--- config.mk ---
export PLATFORM = sky130hd
export DESIGN_NAME = pipe6_seq
export DESIGN_NICKNAME = d
export VERILOG_FILES = /design/src/rtl/pipe6_pkg.sv /design/src/rtl/pipe6_port_arb.sv /design/src/rtl/pipe6_ctl.sv /design/src/rtl/pipe6_stage.sv /design/src/rtl/pipe6_seq.sv
export SDC_FILE = /design/constraint.sdc
export NUM_CORES = 1
export LEC_CHECK = 0
export ABC_CLOCK_PERIOD_IN_PS = 2000
export BUFFER_PORTS_ARGS = -buffer_cell sky130_fd_sc_hd__buf_2
export CAP_MARGIN = 20
export CORE_ASPECT_RATIO = 0.75
export CORE_UTILIZATION = 45
export DETAILED_ROUTE_END_ITERATION = 16
export PLACE_DENSITY = 0.7
export SLEW_MARGIN = 20
export SYNTH_ARGS = -nofsm -noshare
export SYNTH_HDL_FRONTEND = slang
export SYNTH_SLANG_ARGS = --single-unit
--- constraint.sdc ---
create_clock -name clk -period 2 [get_ports clk]
set_input_delay 0.1 -clock clk [delete_from_list [all_inputs] [get_ports clk]]
set_output_delay 0.1 -clock clk [all_outputs]
set_load 0.01 [all_outputs]
--- src/rtl/pipe6_pkg.sv ---
package pipe6_pkg;

    localparam int NSTG   = 6;
    localparam int OF_STG = 3;
    localparam int EX_STG = 4;
    localparam int WB_STG = 5;

    typedef enum logic [1:0] {
        GNT_NONE  = 2'd0,
        GNT_FETCH = 2'd1,
        GNT_OPND  = 2'd2,
        GNT_WBACK = 2'd3
    } gnt_e;

    typedef enum logic [2:0] {
        ACT_FLOW,
        ACT_FI_WAIT,
        ACT_OF_WAIT,
        ACT_SQUASH,
        ACT_IRQ
    } act_e;

endpackage

--- src/rtl/pipe6_port_arb.sv ---
module pipe6_port_arb
    import pipe6_pkg::*;
(
    input  logic wb_req,
    input  logic of_req,
    input  logic fi_req,
    output gnt_e gnt
);

    always_comb begin
        if (wb_req) begin
            gnt = GNT_WBACK;
        end else if (of_req) begin
            gnt = GNT_OPND;
        end else if (fi_req) begin
            gnt = GNT_FETCH;
        end else begin
            gnt = GNT_NONE;
        end
    end

endmodule

--- src/rtl/pipe6_ctl.sv ---
module pipe6_ctl
    import pipe6_pkg::*;
(
    input  logic             irq,
    input  logic             ex_taken,
    input  logic             of_req,
    input  gnt_e             gnt,
    output act_e             act,
    output logic [NSTG-1:1]  kill,
    output logic [NSTG-1:1]  hold,
    output logic             fetch_take
);

    // decision for this cycle, highest priority first
    always_comb begin
        if (irq) begin
            act = ACT_IRQ;
        end else if (ex_taken) begin
            act = ACT_SQUASH;
        end else if (of_req && gnt == GNT_WBACK) begin
            act = ACT_OF_WAIT;
        end else if (gnt != GNT_FETCH) begin
            act = ACT_FI_WAIT;
        end else begin
            act = ACT_FLOW;
        end
    end

    // stage controls per decision
    always_comb begin
        kill       = '0;
        hold       = '0;
        fetch_take = 1'b0;
        unique case (act)
            ACT_FLOW: begin
                fetch_take = 1'b1;
            end
            ACT_FI_WAIT: begin
                fetch_take = 1'b0;
            end
            ACT_OF_WAIT: begin
                for (int k = 1; k < NSTG; k++) begin
                    if (k <= OF_STG) hold[k] = 1'b1;
                end
                kill[OF_STG+1] = 1'b1;
            end
            ACT_SQUASH: begin
                for (int k = 1; k < NSTG; k++) begin
                    if (k <= EX_STG) kill[k] = 1'b1;
                end
            end
            ACT_IRQ: begin
                kill = '1;
            end
            default: begin
                kill = '1;
            end
        endcase
    end

endmodule

--- src/rtl/pipe6_stage.sv ---
module pipe6_stage #(
    parameter int W = 8
) (
    input  logic         clk,
    input  logic         rst_n,
    input  logic         kill,
    input  logic         hold,
    input  logic         din_vld,
    input  logic [W-1:0] din,
    output logic         q_vld,
    output logic [W-1:0] q
);

    always_ff @(posedge clk) begin
        if (!rst_n) begin
            q_vld <= 1'b0;
            q     <= '0;
        end else if (kill) begin
            q_vld <= 1'b0;
        end else if (!hold) begin
            q_vld <= din_vld;
            q     <= din;
        end
    end

endmodule

--- src/rtl/pipe6_seq.sv ---
module pipe6_seq
    import pipe6_pkg::*;
#(
    parameter int               IDX_W       = 8,
    parameter logic [IDX_W-1:0] RESET_IDX   = '0,
    parameter logic [IDX_W-1:0] HANDLER_IDX = 8'hF0
) (
    input  logic             clk,
    input  logic             rst_n,
    input  logic             irq,
    input  logic             in_br,
    input  logic             in_taken,
    input  logic [IDX_W-1:0] in_tgt,
    input  logic             in_opnd_mem,
    input  logic             in_wb_mem,
    output logic [IDX_W-1:0] fetch_idx,
    output logic [1:0]       mem_grant,
    output logic             done_valid,
    output logic [IDX_W-1:0] done_tag
);

    // slot payload layout
    localparam int F_WBM     = 0;
    localparam int F_OPM     = 1;
    localparam int F_TKN     = 2;
    localparam int F_BR      = 3;
    localparam int F_TGT_LSB = 4;
    localparam int F_TAG_LSB = F_TGT_LSB + IDX_W;
    localparam int PW        = F_TAG_LSB + IDX_W;

    logic [IDX_W-1:0] pc;
    logic [PW-1:0]    fetch_pay;
    logic [PW-1:0]    pay [1:NSTG-1];
    logic [NSTG-1:1]  vld;
    logic [NSTG-1:1]  kill;
    logic [NSTG-1:1]  hold;
    logic             fetch_take;
    logic             wb_req;
    logic             of_req;
    logic             ex_taken;
    logic [IDX_W-1:0] ex_tgt;
    gnt_e             gnt;
    act_e             act;
    logic             unused_fields;

    assign fetch_pay = {pc, in_tgt, in_br, in_taken, in_opnd_mem, in_wb_mem};

    assign wb_req   = vld[WB_STG] & pay[WB_STG][F_WBM];
    assign of_req   = vld[OF_STG] & pay[OF_STG][F_OPM];
    assign ex_taken = vld[EX_STG] & pay[EX_STG][F_BR] & pay[EX_STG][F_TKN];
    assign ex_tgt   = pay[EX_STG][F_TGT_LSB +: IDX_W];

    pipe6_port_arb u_arb (
        .wb_req (wb_req),
        .of_req (of_req),
        .fi_req (1'b1),
        .gnt    (gnt)
    );

    pipe6_ctl u_ctl (
        .irq        (irq),
        .ex_taken   (ex_taken),
        .of_req     (of_req),
        .gnt        (gnt),
        .act        (act),
        .kill       (kill),
        .hold       (hold),
        .fetch_take (fetch_take)
    );

    for (genvar k = 1; k < NSTG; k++) begin : g_stg
        logic [PW-1:0] d;
        logic          dv;
        if (k == 1) begin : g_head
            assign d  = fetch_pay;
            assign dv = fetch_take;
        end else begin : g_body
            assign d  = pay[k-1];
            assign dv = vld[k-1];
        end
        pipe6_stage #(.W(PW)) u_slot (
            .clk     (clk),
            .rst_n   (rst_n),
            .kill    (kill[k]),
            .hold    (hold[k]),
            .din_vld (dv),
            .din     (d),
            .q_vld   (vld[k]),
            .q       (pay[k])
        );
    end

    // fetch index register
    always_ff @(posedge clk) begin
        if (!rst_n) begin
            pc <= RESET_IDX;
        end else begin
            unique case (act)
                ACT_IRQ:     pc <= HANDLER_IDX;
                ACT_SQUASH:  pc <= ex_tgt;
                ACT_FLOW:    pc <= pc + 1'b1;
                ACT_FI_WAIT: pc <= pc;
                ACT_OF_WAIT: pc <= pc;
                default:     pc <= pc;
            endcase
        end
    end

    assign fetch_idx  = pc;
    assign mem_grant  = gnt;
    assign done_valid = vld[WB_STG];
    assign done_tag   = pay[WB_STG][F_TAG_LSB +: IDX_W];

    assign unused_fields = ^{pay[WB_STG][F_TGT_LSB +: IDX_W], pay[WB_STG][F_BR],
                             pay[WB_STG][F_TKN], pay[WB_STG][F_OPM]};

    // write back is served first, operand fetch second
    a_r3_wb_first: assert property (@(posedge clk) disable iff (!rst_n)
        wb_req |-> mem_grant == 2'd3);
    a_r3_of_second: assert property (@(posedge clk) disable iff (!rst_n)
        (of_req && !wb_req) |-> mem_grant == 2'd2);
    // operand-fetch stall freezes fetch and bubbles execute
    a_r4_fetch_frozen: assert property (@(posedge clk) disable iff (!rst_n)
        (of_req && wb_req && !irq && !ex_taken) |=> $stable(fetch_idx));
    a_r4_ex_bubble: assert property (@(posedge clk) disable iff (!rst_n)
        (of_req && wb_req && !irq && !ex_taken) |=> !vld[EX_STG]);
    // write back is always fed from execute
    a_r2_wb_from_ex: assert property (@(posedge clk) disable iff (!rst_n)
        done_valid |-> $past(vld[EX_STG]));
    // taken branch redirects fetch to its target
    a_r8_redirect: assert property (@(posedge clk) disable iff (!rst_n)
        (ex_taken && !irq) |=> fetch_idx == $past(ex_tgt));
    // interrupt restarts at the handler with the pipe emptied
    a_r10_handler: assert property (@(posedge clk) disable iff (!rst_n)
        irq |=> (fetch_idx == HANDLER_IDX) && !done_valid && (vld == '0));

endmodule

==> flow_summary.toml <==
[sta]
skew_ns = 0.00764
post-route-period-util_pct = 94.5
worst_slew_pin_slew_ns = 0.381
timing.slew.headroom_pct = 74.6
fmax_mhz = 529
rsz0062_at_grt = "no"
setup-violations-final = 0
hold-worst-slack_ns = 0.00647
finalCriticalPeriod_ns = 1.89
tns_ns = 0
hold_viol = 0
slew_violations = 0

[cells_and_area]
areaGrowthSynthToFinish_pct = 14.3
final_nets = 506
drive_gt1_share_pct = 13.2
utilization_pct = 53.6
n_fill_cell = 815
diodes = 0

[cts]
cts_tree = "done"
clkTransAtPathRegs_ns = 0.07
clkSinkCount = 101
cts_buffers = 9
root_buffer = "clkbuf_16"
clock_latency_ns = 0.34
h-tree-depth = 3
cts_max_path_buffers = 2

[logic_synthesis]
syn_nets = 483
synth_edf_count = 0
syn_avg_cell_area_um2 = 8.65
syn_inst = 464
ys.flop_type = "dfxtp_1"
synthTopCellsByCount = "nand2_1 (166), dfxtp_1 (101), a21boi_0 (78), clkbuf_1 (18), buf_4 (14)"
synth_area_leaders = "dfxtp_1 (50%), nand2_1 (16%), a21boi_0 (15%)"
async_reset_ff_share_pct = 0
yosysMostFrequentCell = "nand2_1"
syn_area_mm2 = 0.00401
yosysSeqAreaShare_pct = 50.4
synth_cell_type_count = 31
ys_ff_latch = 101
yosysTopAreaCell = "dfxtp_1"
synth_top_area_share_pct = 50.4
yosysWarnings = 0

[placement]
dp_hpwl_um = 4770
io_buffers = 33
globalplace.congestion = 0.767

[floorplanning]
dieArea_mm2 = 0.00930
start_util_pct = 46.8
pin_count = 34
die_h_um = 83.8
rows = 29
coreArea_mm2 = 0.00856
die_w_um = 111

[global_route]
grt_first_pass_wirelength_um = 12600
grt_usage_pct = 17.1
grt_max_degree = 38
antenna_found_initial = 0
grt_pass1_vias = 2747
gr-usage-met3_pct = 5.81
grt_use_met2_pct = 27.7
gr-max-usage-layer = "met2"
grt.overflow.total = 0
use_met1_pct = 21.5

[setup_path]
endpoint_kind = "register"
critPathArrivalTime_ns = 2.18
rr_worst_depth = 6
cp_data_required_time_ns = 2.29
path_max_fanout = 4
crit_type = "register to register"
start_kind = "register"

[worst_hold_path]
whs_path_depth = 3
min_path_type = "input pin to register"

[routing]
drc = 2
dr.pass1.iters = 10
drt_iter0_drc = 122
vias_per_cell = 4.97
ant_nets = 0
wirelength_um = 7370
wire_per_inst_um = 12.3
num_vias = 2983

[pwr]
clkPwrFrac_pct = 42.3
p_seq_share_pct = 52.1
combinationalPowerShare_pct = 5.6
switchingPower_w = 0.000885
power_leakage_nw = 1.73
max-vdd-ir-drop_mv = 0.555
swShare_pct = 22.1
powerDensity_mw_per_mm2 = 873
intPower_w = 0.00312

[outcome]
failed_checks = "DRC"
status = "finished, violations left"

[flow_run]
maxCapViolations = 0
## per-stage QoR
step	area [um^2]	power (W)	setup WS, ns	std cells
global route	4590	0.00415	0.0229	600
detailed placement	4230	0.00235	0.106	579
CTS	4580	0.00405	0.0780	600
global placement	4230	0.00234	0.182	579
floorplan	4010	0.00228	0.157	464
finish	4590	0.00401	0.110	600
## final timing paths
path	startpoint	endpoint	slack [ns]
worst max-delay path	g_stg[5].u_slot.q_vld	fetch_idx[5]	0.11
worst min-delay path	in_tgt[7]	g_stg[1].u_slot.q[11]	0.006
worst max register to register	g_stg[5].u_slot.q_vld	fetch_idx[5]	0.11
worst min register to register	g_stg[3].u_slot.q[8]	g_stg[4].u_slot.q[8]	0.45
## layer usage
layer | part of all wire [%] | up-vias
met5 | 0 | -
met3 | 4.5 | 6
met4 | 0.91 | 0
li1 | - | 1551
met2 | 45 | 42
met1 | 49 | 1384
## worst max-delay path, cell delays in order (launching register included)
cell,delay (ns)
dfxtp_1,0.34
nand2_1,0.09
ha_1,0.35
or2_4,0.26
or4_1,0.50
a31oi_1,0.18
o21a_1,0.12
## kinds of logic after synthesis
family                   Yosys count  synth area share [%]
AND/OR/NAND/NOR                  204                  20.8
flip-flops                       101                  50.4
AO/OA/AOI/OAI                     95                  17.9
buffers and inverters             43                  5.52
multiplexers                      12                  2.99
XOR/XNOR                           5                  1.09
adder cells (fa/ha/maj)            4                  1.25
## layout make-up
class / instances / area [um^2] / share of cell area (%)
inverters: 5 / 18.8 / 0.409
repair buffers: 50 / 342 / 7.45
flip-flops and latches: 101 / 2020 / 44.1
clock inverters: 6 / 63.8 / 1.39
well taps: 108 / 135 / 2.95
multi-input cells: 320 / 1780 / 38.7
clock buffers: 10 / 229 / 4.99
## state kept, by name (all words and copies together) (netlist names)
| register | count |
|---|---|
| fetch_idx | 8 |
| g_stg.u_slot.q | 88 |
| g_stg.u_slot.q_vld | 5 |
## power groups by stage
stage | logic, W | registers (W) | clock network [W]
2_1_floorplan | 0.000149 | 0.00213 | 0
3_3_place_gp | 0.000211 | 0.00213 | 0
3_5_place_dp | 0.000216 | 0.00213 | 0
4_1_cts | 0.000225 | 0.00209 | 0.00174
5_1_grt | 0.000251 | 0.00209 | 0.00181
6_report | 0.000225 | 0.00209 | 0.00169
## cell usage in the layout (no fill, tap or decap), drive strengths merged
cell	instances
dlygate4sd3	5
or3	1
o21a	1
nand4	2
o31ai	3
or2	1
ha	4
nand2b	3
a211oi	4
nor2	9
mux2i	12
and2	1
a31oi	2
o2bb2ai	1
xor2	4
or4	2
clkinvlp	2
nand3	4
xnor2	1
a21boi	79
nor3	2
bufinv	1
buf	45
nor2b	10
and3	3
clkinv	3
clkbuf	10
dfxtp	101
o41ai	1
nand2	166
a21oi	4
inv	5
## what timing repair did
item,CTS,global route
resized for setup,0,3
hold buffers,5,0
buffers inserted,0,0
endpoints found under the hold margin,5,0
setup endpoints to repair,0,30
No activity file was read; power rests on OpenSTA's default activity.
